===== config.mk =====
export PLATFORM = sky130hd
export DESIGN_NAME = manch_tx
export DESIGN_NICKNAME = d
export VERILOG_FILES = /design/src/rtl/manch_tx.sv
export SDC_FILE = /design/constraint.sdc
export NUM_CORES = 1
export LEC_CHECK = 0
export BUFFER_PORTS_ARGS = -buffer_cell sky130_fd_sc_hd__buf_2
export CAP_MARGIN = 15
export CORE_UTILIZATION = 45
export DETAILED_ROUTE_END_ITERATION = 7
export PLACE_DENSITY = 0.67
export SLEW_MARGIN = 20
export SYNTH_ARGS = -nofsm -noshare
export SYNTH_HDL_FRONTEND = slang
export SYNTH_SLANG_ARGS = --single-unit

===== constraint.sdc =====
create_clock -name clk -period 1.9 [get_ports clk]
set_clock_uncertainty 0.15 [all_clocks]
set_input_delay 0.19 -clock clk [delete_from_list [all_inputs] [get_ports clk]]
set_output_delay 0.19 -clock clk [all_outputs]
set_load 0.03 [all_outputs]

===== src/rtl/manch_tx.sv =====
module manch_tx #(
  parameter int WORD_W     = 8,
  parameter int DIV_W      = 8,
  parameter int PRE_HALVES = 3
) (
  input  logic              clk,
  input  logic              rst,
  input  logic [WORD_W-1:0] data_i,
  input  logic              valid_i,
  input  logic [DIV_W-1:0]  div_i,
  output logic              line_o,
  output logic              ready_o,
  output logic              done_o
);
  localparam int SLOTS = PRE_HALVES + 1 + 2 * WORD_W;
  localparam int IW    = $clog2(SLOTS);

  logic              busy;
  logic [IW-1:0]     idx;
  logic [DIV_W-1:0]  cnt, divq;
  logic [WORD_W-1:0] sh;

  wire           tick   = busy && (cnt == '0);
  wire           last   = idx == IW'(SLOTS - 1);
  wire           in_pre = idx < IW'(PRE_HALVES);
  wire           is_gap = idx == IW'(PRE_HALVES);
  wire [IW-1:0]  dpos   = idx - IW'(PRE_HALVES + 1);
  wire           second = dpos[0];
  wire           load   = valid_i && !busy;

  always_ff @(posedge clk) begin
    if (rst) begin
      busy   <= 1'b0;
      idx    <= '0;
      cnt    <= '0;
      divq   <= '0;
      sh     <= '0;
      done_o <= 1'b0;
    end else begin
      done_o <= 1'b0;
      if (load) begin
        busy <= 1'b1;
        idx  <= '0;
        cnt  <= div_i;
        divq <= div_i;
        sh   <= data_i;
      end else if (busy) begin
        if (tick) begin
          cnt <= divq;
          if (last) begin
            busy   <= 1'b0;
            done_o <= 1'b1;
          end else begin
            idx <= idx + 1'b1;
            if (!in_pre && !is_gap && second) sh <= sh >> 1;
          end
        end else begin
          cnt <= cnt - 1'b1;
        end
      end
    end
  end

  assign ready_o = !busy;
  assign line_o  = !busy || in_pre || (!is_gap && (second ? sh[0] : !sh[0]));
endmodule


==> results of run 1 <==
synth_stat cells (2+ instances only):
cell and instances:
sky130_fd_sc_hd__or4_1 4, sky130_fd_sc_hd__dfxtp_1 31, sky130_fd_sc_hd__nor3b_1 2, sky130_fd_sc_hd__nand2_1 25
sky130_fd_sc_hd__or2_2 2, sky130_fd_sc_hd__o211a_1 2, sky130_fd_sc_hd__inv_1 5, sky130_fd_sc_hd__a21oi_1 20
sky130_fd_sc_hd__o21ai_0 10, sky130_fd_sc_hd__a32oi_1 7, sky130_fd_sc_hd__o31ai_1 2, sky130_fd_sc_hd__ha_1 3
sky130_fd_sc_hd__nor2_1 9, sky130_fd_sc_hd__mux2i_1 5, sky130_fd_sc_hd__o22ai_1 2, sky130_fd_sc_hd__o211ai_1 7
sky130_fd_sc_hd__and3_1 2, sky130_fd_sc_hd__nor2b_1 5, sky130_fd_sc_hd__o32ai_1 2, sky130_fd_sc_hd__nor3_1 2
sky130_fd_sc_hd__and2_1 2, sky130_fd_sc_hd__buf_6 2, sky130_fd_sc_hd__a211oi_1 7, sky130_fd_sc_hd__nand3_1 7
sky130_fd_sc_hd__o21ai_1 3, sky130_fd_sc_hd__xor2_1 3, sky130_fd_sc_hd__clkbuf_1 9
flip-flops by register name, indices dropped and copies added (netlist names):
register and cells:
idx 5, busy 1, cnt 8, sh 8
divq 8, done_o 1
logic make-up (layout without fill, tap and decap cells):
logic type | Yosys count | after routing | synth area share [%]
buffers and inverters | 17 | 74 | 4.827
muxes | 5 | 5 | 3.065
xor gates and xnor gates | 3 | 3 | 1.609
adders and majority gates | 3 | 3 | 2.299
AOI/OAI and AO/OA | 69 | 69 | 27.82
and+or+nand+nor | 68 | 68 | 22.38
DFF | 31 | 31 | 38.01
per-stage QoR:
stage / TNS (ps) / hold WS (ps) / power, mW / setup WS, ps
after global routing: -443.3 / 42.87 / 1.635 / -88.51
after detailed placement: 0 / 296.3 / 1.094 / 1.052
after CTS: 0 / 38.34 / 1.518 / 2.618
after global placement: 0 / 290.3 / 1.085 / 86.97
after floorplan: 0 / 176.0 / 0.9683 / 0.8523
final: 0 / 32.10 / 1.550 / 17.10
area by class of cell:
cell class	instances	share of cell area, %
sequential	31	28.11
clock inverter	1	0.2240
clock buffer	6	2.296
tap	46	2.576
inverter	5	0.8399
timing repair buffer	62	21.28
multi-input combinational	148	44.68
timing repair:
| action | in CTS | in global routing |
|---|---|---|
| setup buffers | 1 | 3 |
| resized for setup | 6 | 20 |
| setup endpoints to repair | 7 | 20 |
| pin swaps | 1 | 7 |
| hold buffers | 16 | 0 |
| hold endpoints to repair | 17 | 0 |
power breakdown:
group          internal (mW)  total, mW  switching, mW
clock                  0.171      0.404          0.233
combinational          0.215      0.418          0.203
sequential             0.692      0.729         0.0369
metal layers:
layer | part of all wire [%] | wire, um | global-route usage, % | vias up
li1 | - | - | - | 846
met1 | 42 | 1925 | 31.01 | 808
met2 | 50 | 2258 | 44.09 | 67
met3 | 6.3 | 288 | 5.699 | 10
met4 | 1.6 | 75 | 11.34 | 0
met5 | 0 | 0 | 0 | -
worst max path at each step:
stage / to / slack [ps]
2_1_floorplan: idx[3] / 0.9
3_3_place_gp: sh[5] / 90
3_5_place_dp: cnt[0] / 1
4_1_cts: idx[2] / 3
5_1_grt: sh[5] / -90
6_report: line_o / 20
worst reg2reg max path, stage by stage (launching register included):
cell	delay [ps]
sky130_fd_sc_hd__dfxtp_2	340
sky130_fd_sc_hd__inv_2	70
sky130_fd_sc_hd__ha_4	130
sky130_fd_sc_hd__or4bb_4	470
sky130_fd_sc_hd__nor3_4	260
sky130_fd_sc_hd__buf_4	160
sky130_fd_sc_hd__a32oi_1	90
sky130_fd_sc_hd__a21oi_1	140
==> out/qor.yml, run 1 <==
timing_worst_slew_pin_value_ps: 527.1
tritoncts: "yes"
worst_hold_path_startpoint: "valid_i"
rsz0062_at_grt: "true"
critical_path.startpoint: "idx[4]"
clk_latency_ps: 350
floorplan.initialDensity_pct: 47.80
crit_buf_inv: 2
grt_overflow_total: 0
crit-reg2reg-capture: "sh[2]"
outcome: "completed"
drt_first_iter_violations: 102
final_max_slew_viol_count: 0
finalCriticalPeriod_ps: 1883
post-route-util_pct: 65.42
floorplan.rows: 21
path_class: "flop to primary output"
finalCritPeriodShare_pct: 99.10
holdPathStages: 3
mean_syn_cell_area_um2: 8.331
n_fill_cell: 282
first_global_vias: 1796
detailed_place.area_mm2: 0.001906
cts-htree-levels: 2
layout.cells.most_common_list: "25 x sky130_fd_sc_hd__nand2_1, 25 x sky130_fd_sc_hd__dfxtp_1, 22 x sky130_fd_sc_hd__buf_4, 20 x sky130_fd_sc_hd__a21oi_1, 20 x sky130_fd_sc_hd__buf_2"
critPathRequiredTime_ps: 1560
max_slew_headroom_at_the_worst_pin_pct: 64.62
yosys.area.top_type_share_pct: 38.01
synth-seq-cells: 31
postSynth.topFlopCell: "sky130_fd_sc_hd__dfxtp_1"
post_synth_main_area_contributors: "sky130_fd_sc_hd__dfxtp_1 38%, sky130_fd_sc_hd__a21oi_1 6.1%, sky130_fd_sc_hd__nand2_1 5.7%"
clk_transition_reported_paths_ps: 100
vdd_drop_max_mv: 0.4751
timing.critical_path.slowest_stage_cell: "sky130_fd_sc_hd__dfxtp_2"
antenna_violating_nets_post_route: 0
drive_gt1_share_pct: 30.43
static-leakage-power_nw: 0.8735
synth_enable_flop_cells: 0
grt_antenna_before_repair: 0
clock.fmax_mhz: 531.1
synth_cell_types: 43
wl_per_cell_um: 15.21
die_x_um: 62.24
timing.critical_path.cells: "nor3_4 > buf_4 > nor2b_1 > o221ai_1 > clkbuf_4"
vias: 1731
worst_r2r_startpoint: "cnt[1]"
fp.dieArea_mm2: 0.003873
num_io_pins: 22
worstSetupStartpointType: "flop"
library_cell_occupying_the_most_area_in_the_post_synthesis_netlist: "sky130_fd_sc_hd__dfxtp_1"
hp-class: "input port to flop"
grt_pass1_wl_um: 7969
cpLargestDelayFamily: "buffers and inverters"
gp_routability_congestion: 0.8607
yosysSeqAreaShare_pct: 38.01
clock_sink_count: 31
cts_made_buffers: 5
async_flop_share_pct: 0
route.detailed.drc: 0
drtPass1Iterations: 5
final_hold_viol_count: 0
mappedNetlistArea_mm2: 0.001633
worst-endpoint-arrival_ps: 1540
crit_path_end_kind: "primary output"
grt_start_max_net_pins: 27
io_buffer_count: 21
finalNonFillerCells: 299
ys_warn_count: 0
placeableCoreArea_mm2: 0.003416
via_density_per_instance: 5.789
cp_slowest_stage_delay_ps: 370
n_antenna_cell: 0
crit_path_max_fanout: 5
layout.area.seq_um2: 628.1
cts_root_cell: "sky130_fd_sc_hd__clkbuf_4"
drt-total-wl_um: 4548
detailedPlacementHpwl_um: 2951
finalSetupViolations: 0
cts-root-to-sink-buffers: 2
worst_hold_path.endpoint: "busy"
syn2layout_area_growth_pct: 36.86
multiInputGateArea_um2: 998.5
r2r_setup_slack_ps: 20
die-height_um: 62.24
levels_on_crit_path: 5
mappedNetlistNets: 218
post_synth_inst_count: 196
finish.instance_area_mm2: 0.002235
power.density_cell_area_mw_per_mm2: 693.6
gr_usage_total_pct: 25.84
drv.max_cap_violation_count: 0
count_of_cells_along_the_worst_register_to_register_path: 7
num-nets-final: 275
numPlacedInstances: 272
Note: power is estimated with default switching activity, not from simulation.
==> run 2, diff against run 1 <==
ABC_CLOCK_PERIOD_IN_PS = 1900   (was default)
BUFFER_PORTS_ARGS = default   (was -buffer_cell sky130_fd_sc_hd__buf_2)
CORE_UTILIZATION = 48   (was 45)
DONT_BUFFER_PORTS = 1   (was default)
PLACE_DENSITY = 0.65   (was 0.67)
==> run 2 against run 1 <==
Compared with the run above:
- power shrank 1.8%
- sequential share of layout area increased by 0.58 points
- routed wire length unchanged
- cell count decreased by 4.7%
- global-route usage is 1.8 points higher
- register-to-register slack hardly changed
- largest cell class unchanged
- largest power group unchanged
==> out/qor.yml, run 2 (same netlist as run 1, synthesis figures left out) <==
finalSetupViolations: 0
mostFrequentLayoutCell: "sky130_fd_sc_hd__buf_4"
drv.max_cap_violation_count: 0
final_max_slew_viol_count: 0
timing_worst_slew_pin_value_ps: 962.2
critPathRequiredTime_ps: 2010
drt_first_iter_violations: 95
drt-total-wl_um: 4548
n_antenna_cell: 0
finalCritPeriodShare_pct: 98.31
detailedPlacementHpwl_um: 2959
cts-htree-levels: 2
floorplan.initialDensity_pct: 52.20
num_io_pins: 22
placeableCoreArea_mm2: 0.003128
rsz0062_at_grt: "true"
hp-class: "input port to flop"
vdd_drop_max_mv: 0.5348
grt_pass1_wl_um: 7438
die-height_um: 60.33
grt_antenna_before_repair: 0
wl_per_cell_um: 15.96
via_density_per_instance: 5.839
route.detailed.drc: 0
cts-root-to-sink-buffers: 2
grt_overflow_total: 0
clk_transition_reported_paths_ps: 100
syn2layout_area_growth_pct: 34.64
worst-endpoint-arrival_ps: 1980
die_x_um: 60.33
crit_path_max_fanout: 4
reg.largest.list: "cnt: 8 flops, divq: 8 flops, sh: 8 flops"
r2r_setup_slack_ps: 30
cts_made_buffers: 5
clk_latency_ps: 340
finalCriticalPeriod_ps: 1868
drtPass1Iterations: 4
grt_start_max_net_pins: 26
path_class: "flop to flop"
gp_routability_congestion: 0.8299
drive_gt1_share_pct: 29.05
max_slew_headroom_at_the_worst_pin_pct: 35.85
crit_path_end_kind: "flop"
worstSetupStartpointType: "flop"
outcome: "completed"
tritoncts: "yes"
finalNonFillerCells: 285
n_fill_cell: 260
clock.fmax_mhz: 535.3
power.density_cell_area_mw_per_mm2: 692.2
floorplan.rows: 20
antenna_violating_nets_post_route: 0
numPlacedInstances: 254
setup_tns_ps: 0
io_buffer_count: 0
gr_usage_total_pct: 27.66
fp.dieArea_mm2: 0.003639
static-leakage-power_nw: 0.8383
cts_root_cell: "sky130_fd_sc_hd__clkbuf_4"
num-nets-final: 262
clock_sink_count: 31
vias: 1664
layout.cells.most_common_list: "29 x sky130_fd_sc_hd__buf_4, 25 x sky130_fd_sc_hd__nand2_1, 23 x sky130_fd_sc_hd__dfxtp_1, 19 x sky130_fd_sc_hd__a21oi_1, 17 x sky130_fd_sc_hd__dlygate4sd3_1"
first_global_vias: 1682
final_hold_viol_count: 0
post-route-util_pct: 70.28
-- run 2: area by class of cell --
class	instances	area, um2	area share (%)
inverter	5	18.77	0.8537
tap	44	55.05	2.504
timing repair buffer	49	422.9	19.24
multi-input combinational	148	1018	46.33
clock buffer	5	37.54	1.707
clock inverter	3	15.01	0.6830
sequential	31	630.6	28.69
-- run 2: path summary, 6_finish.rpt --
path            from       to  cells past startpoint
max           cnt[1]    sh[6]                      7
min          valid_i   cnt[2]                      3
max reg2reg   cnt[1]    sh[6]                      7
min reg2reg  divq[2]  divq[2]                      2
-- run 2: critical path, cell delays in order, from the launching register on --
cell,delay [ps]
sky130_fd_sc_hd__dfxtp_2,330
sky130_fd_sc_hd__inv_2,70
sky130_fd_sc_hd__ha_4,130
sky130_fd_sc_hd__or4bb_4,480
sky130_fd_sc_hd__nor3_4,210
sky130_fd_sc_hd__buf_4,170
sky130_fd_sc_hd__a32oi_2,110
sky130_fd_sc_hd__a21oi_1,140
-- run 2: metrics by stage --
stage | setup WS [ps] | power, mW | hold slack (ps) | cell area (um2)
global placement | 56.79 | 1.053 | 111.9 | 1823
global route | -46.99 | 1.600 | 16.76 | 2198
finish | 32.06 | 1.522 | 7.588 | 2198
floorplan | 0.8523 | 0.9683 | 176.0 | 1633
detailed placement | -17.30 | 1.064 | 113.7 | 1823
CTS | 1.573 | 1.482 | 2.604 | 2092
-- run 2: where the power goes --
| part | internal [mW] | switching [mW] |
|---|---|---|
| sequential | 0.693 | 0.0362 |
| clock | 0.137 | 0.235 |
| combinational | 0.217 | 0.203 |
| total | 1.05 | 0.475 |
-- run 2: metal layers --
metal	share of wire (%)	wire, um	global-route usage [%]	vias to the layer above
li1	-	-	-	832
met1	46	2080	34.56	783
met2	48	2193	46.94	42
met3	4.8	218	6.061	7
met4	1.2	55	8.970	0
met5	0	0	0	-
-- run 2: timing repair --
item | CTS | global route
endpoints found under the hold margin | 30 | 0
buffers inserted | 2 | 3
resized for setup | 8 | 25
hold buffers | 18 | 0
pin swaps | 2 | 7
endpoints found under the setup margin | 7 | 16
==> run 3, diff against run 2 <==
ABC_AREA = 1   (was default)
==> run 3 against run 2 <==
Compared with the run above:
- the run now ends with hold timing left
- register-to-register slack better by 110 ps
- via count shrank 4.1%
- critical path type is now flop to primary output
- largest cell class unchanged
- power rose by 7.7%
- utilization is 8.4 points lower
- worst setup slack better by 48 ps
==> out/qor.yml, run 3 <==
postSynth.topFlopCell: "sky130_fd_sc_hd__dfxtp_1"
timing.critical_path.slowest_stage_cell: "sky130_fd_sc_hd__a211o_4"
cts_made_buffers: 5
mostFrequentLayoutCell: "sky130_fd_sc_hd__nand2_1"
wl_per_cell_um: 12.25
cts-htree-levels: 2
clk_transition_reported_paths_ps: 110
crit_buf_inv: 0
post_synth_main_area_contributors: "sky130_fd_sc_hd__dfxtp_1 37%, sky130_fd_sc_hd__nand2_1 14%, sky130_fd_sc_hd__nand3_1 8.0%"
io_buffer_count: 0
cp_slowest_stage_delay_ps: 410
count_of_cells_along_the_worst_register_to_register_path: 6
synth-seq-cells: 31
cts_root_cell: "sky130_fd_sc_hd__clkbuf_4"
grt_overflow_total: 0
n_antenna_cell: 0
worst-endpoint-arrival_ps: 1480
placeableCoreArea_mm2: 0.003363
library_cell_occupying_the_most_area_in_the_post_synthesis_netlist: "sky130_fd_sc_hd__dfxtp_1"
cpLargestDelayFamily: "compound AO/OA/AOI/OAI gates"
layout.cells.most_common_list: "62 x sky130_fd_sc_hd__nand2_1, 30 x sky130_fd_sc_hd__inv_1, 30 x sky130_fd_sc_hd__dfxtp_1, 27 x sky130_fd_sc_hd__nand3_1, 21 x sky130_fd_sc_hd__dlygate4sd3_1"
outcome: "complete, but fails checks"
post-layout-total-power_mw: 1.639
cts-root-to-sink-buffers: 2
met1_usage_pct: 26.73
drive_gt1_share_pct: 13.65
die-height_um: 61.48
yosysSeqAreaShare_pct: 36.55
reg.largest.list: "cnt: 8 flops, divq: 8 flops, sh: 8 flops"
static-leakage-power_nw: 0.9132
grt_pass1_wl_um: 6389
tritoncts: "yes"
final_hold_viol_count: 1
first_global_vias: 1461
final_max_slew_viol_count: 0
grt_antenna_before_repair: 0
async_flop_share_pct: 0
clk_latency_ps: 350
grt-busiest-layer: "met2"
power.combinational.fraction_pct: 22.2
worst_hold_path.endpoint: "cnt[0]"
gr_usage_total_pct: 23.70
worst_hold_path_startpoint: "div_i[0]"
path_class: "flop to primary output"
power.density_cell_area_mw_per_mm2: 788.3
antenna_violating_nets_post_route: 0
critPathRequiredTime_ps: 1560
clock_sink_count: 31
worstSetupStartpointType: "flop"
net_switching_mw: 0.4925
post_synth_inst_count: 243
clock.fmax_mhz: 549.5
num_io_pins: 22
hold_slack_ps: -3.280
timing.critical_path.cells: "ha_2 > nand3_1 > a211o_4"
worst_r2r_startpoint: "busy"
floorplan.rows: 21
route.detailed.drc: 0
mean_syn_cell_area_um2: 6.987
fp.dieArea_mm2: 0.003779
synth_enable_flop_cells: 0
finalSetupViolations: 0
drtPass1Iterations: 4
floorplan.initialDensity_pct: 50.48
crit_path_max_fanout: 6
r2r_setup_slack_ps: 140
ys_warn_count: 0
holdPathStages: 4
grt_util_met2_pct: 41.15
num-nets-final: 292
setup_tns_ps: 0
via_density_per_instance: 5.035
failed_checks: "hold timing"
yosysMostFrequentCell: "sky130_fd_sc_hd__nand2_1"
gp_routability_congestion: 0.8501
yosys.area.top_type_share_pct: 36.55
timing_worst_slew_pin_value_ps: 863.0
power_report.internal_total_mw: 1.147
vdd_drop_max_mv: 0.4115
finalCriticalPeriod_ps: 1820
mappedNetlistNets: 265
cts_setup_buffers: 0
crit_path_end_kind: "primary output"
syn2layout_area_growth_pct: 22.48
most_frequent_cells_after_synthesis: "63 x sky130_fd_sc_hd__nand2_1, 31 x sky130_fd_sc_hd__dfxtp_1, 31 x sky130_fd_sc_hd__inv_1"
met3_usage_pct: 7.983
rsz0062_at_grt: "false"
die_x_um: 61.48
synth_cell_types: 29
drt_first_iter_violations: 106
drt-total-wl_um: 3884
crit-reg2reg-capture: "divq[1]"
finalCritPeriodShare_pct: 95.79
max_slew_headroom_at_the_worst_pin_pct: 42.28
drv.max_cap_violation_count: 0
p_sw_share_pct: 30.04
hp-class: "input port to flop"
vias: 1596
clkPwrFrac_pct: 34.1
grt_start_max_net_pins: 21
seqPwrFrac_pct: 43.7
detailedPlacementHpwl_um: 2676
mappedNetlistArea_mm2: 0.001698
run 3: worst max-delay path by stage:
stage	from	end	slack, ps	cells after the start
3_3_place_gp	cnt[0]	sh[5]	180	10
4_1_cts	busy	idx[2]	30	6
6_report	idx[0]	line_o	80	3
3_5_place_dp	cnt[0]	sh[2]	140	10
2_1_floorplan	cnt[0]	idx[0]	290	9
5_1_grt	cnt[1]	sh[6]	9	10
run 3: timing repair:
| action | 4_1_cts | 5_1_grt |
|---|---|---|
| gates resized for setup | 2 | 7 |
| cloned | 0 | 0 |
| hold endpoints to repair | 28 | 1 |
| endpoints found under the setup margin | 1 | 14 |
| pin swaps | 0 | 0 |
| hold buffers | 21 | 1 |
run 3: tightest hold or removal path, cell delays in order:
cell and delay, ps:
sky130_fd_sc_hd__nand2_1 80, sky130_fd_sc_hd__o21ai_0 90, sky130_fd_sc_hd__inv_1 60, sky130_fd_sc_hd__a21oi_1 50
run 3: cell families after synthesis:
logic type / count (synthesis) / synth area share, %
AO/OA/AOI/OAI: 48 / 16.29
XOR/XNOR: 2 / 1.032
adder cells (fa/ha/maj): 3 / 2.211
buffers and inverters: 44 / 10.61
flip-flops: 31 / 36.55
AND/OR/NAND/NOR: 115 / 33.31
run 3: per-stage QoR:
stage	worst slack [ps]	cell area, um2	cells	hold slack (ps)	util (%)
after floorplan	290.7	1698	243	118.5	-
after global placement	177.8	1753	287	105.8	52.12
after detailed placement	137.8	1753	287	105.7	52.12
after CTS	29.76	2052	316	2.704	61.01
after global routing	8.579	2079	317	21.05	61.83
final	80.05	2079	317	-3.280	61.83
run 3: layout make-up:
type	instances	area (um2)
fill	327	1284
clock inverter	2	35.03
inverter	38	147.6
multi-input combinational	168	910.9
tap	46	57.56
timing repair buffer	26	252.7
sequential	31	624.3
clock buffer	6	51.30
run 3: per-layer routing:
metal / share of wire [%] / wire, um
met1: 44 / 1713
met2: 49 / 1890
met3: 4.8 / 185
met4: 2.4 / 95
met5: 0 / 0
run 3: power groups by stage:
stage | Sequential [mW] | Clock (mW) | Combinational [mW]
global route | 0.723 | 0.604 | 0.409
floorplan | 0.725 | 0 | 0.269
detailed placement | 0.732 | 0 | 0.317
global placement | 0.732 | 0 | 0.317
finish | 0.717 | 0.558 | 0.364
CTS | 0.717 | 0.561 | 0.360
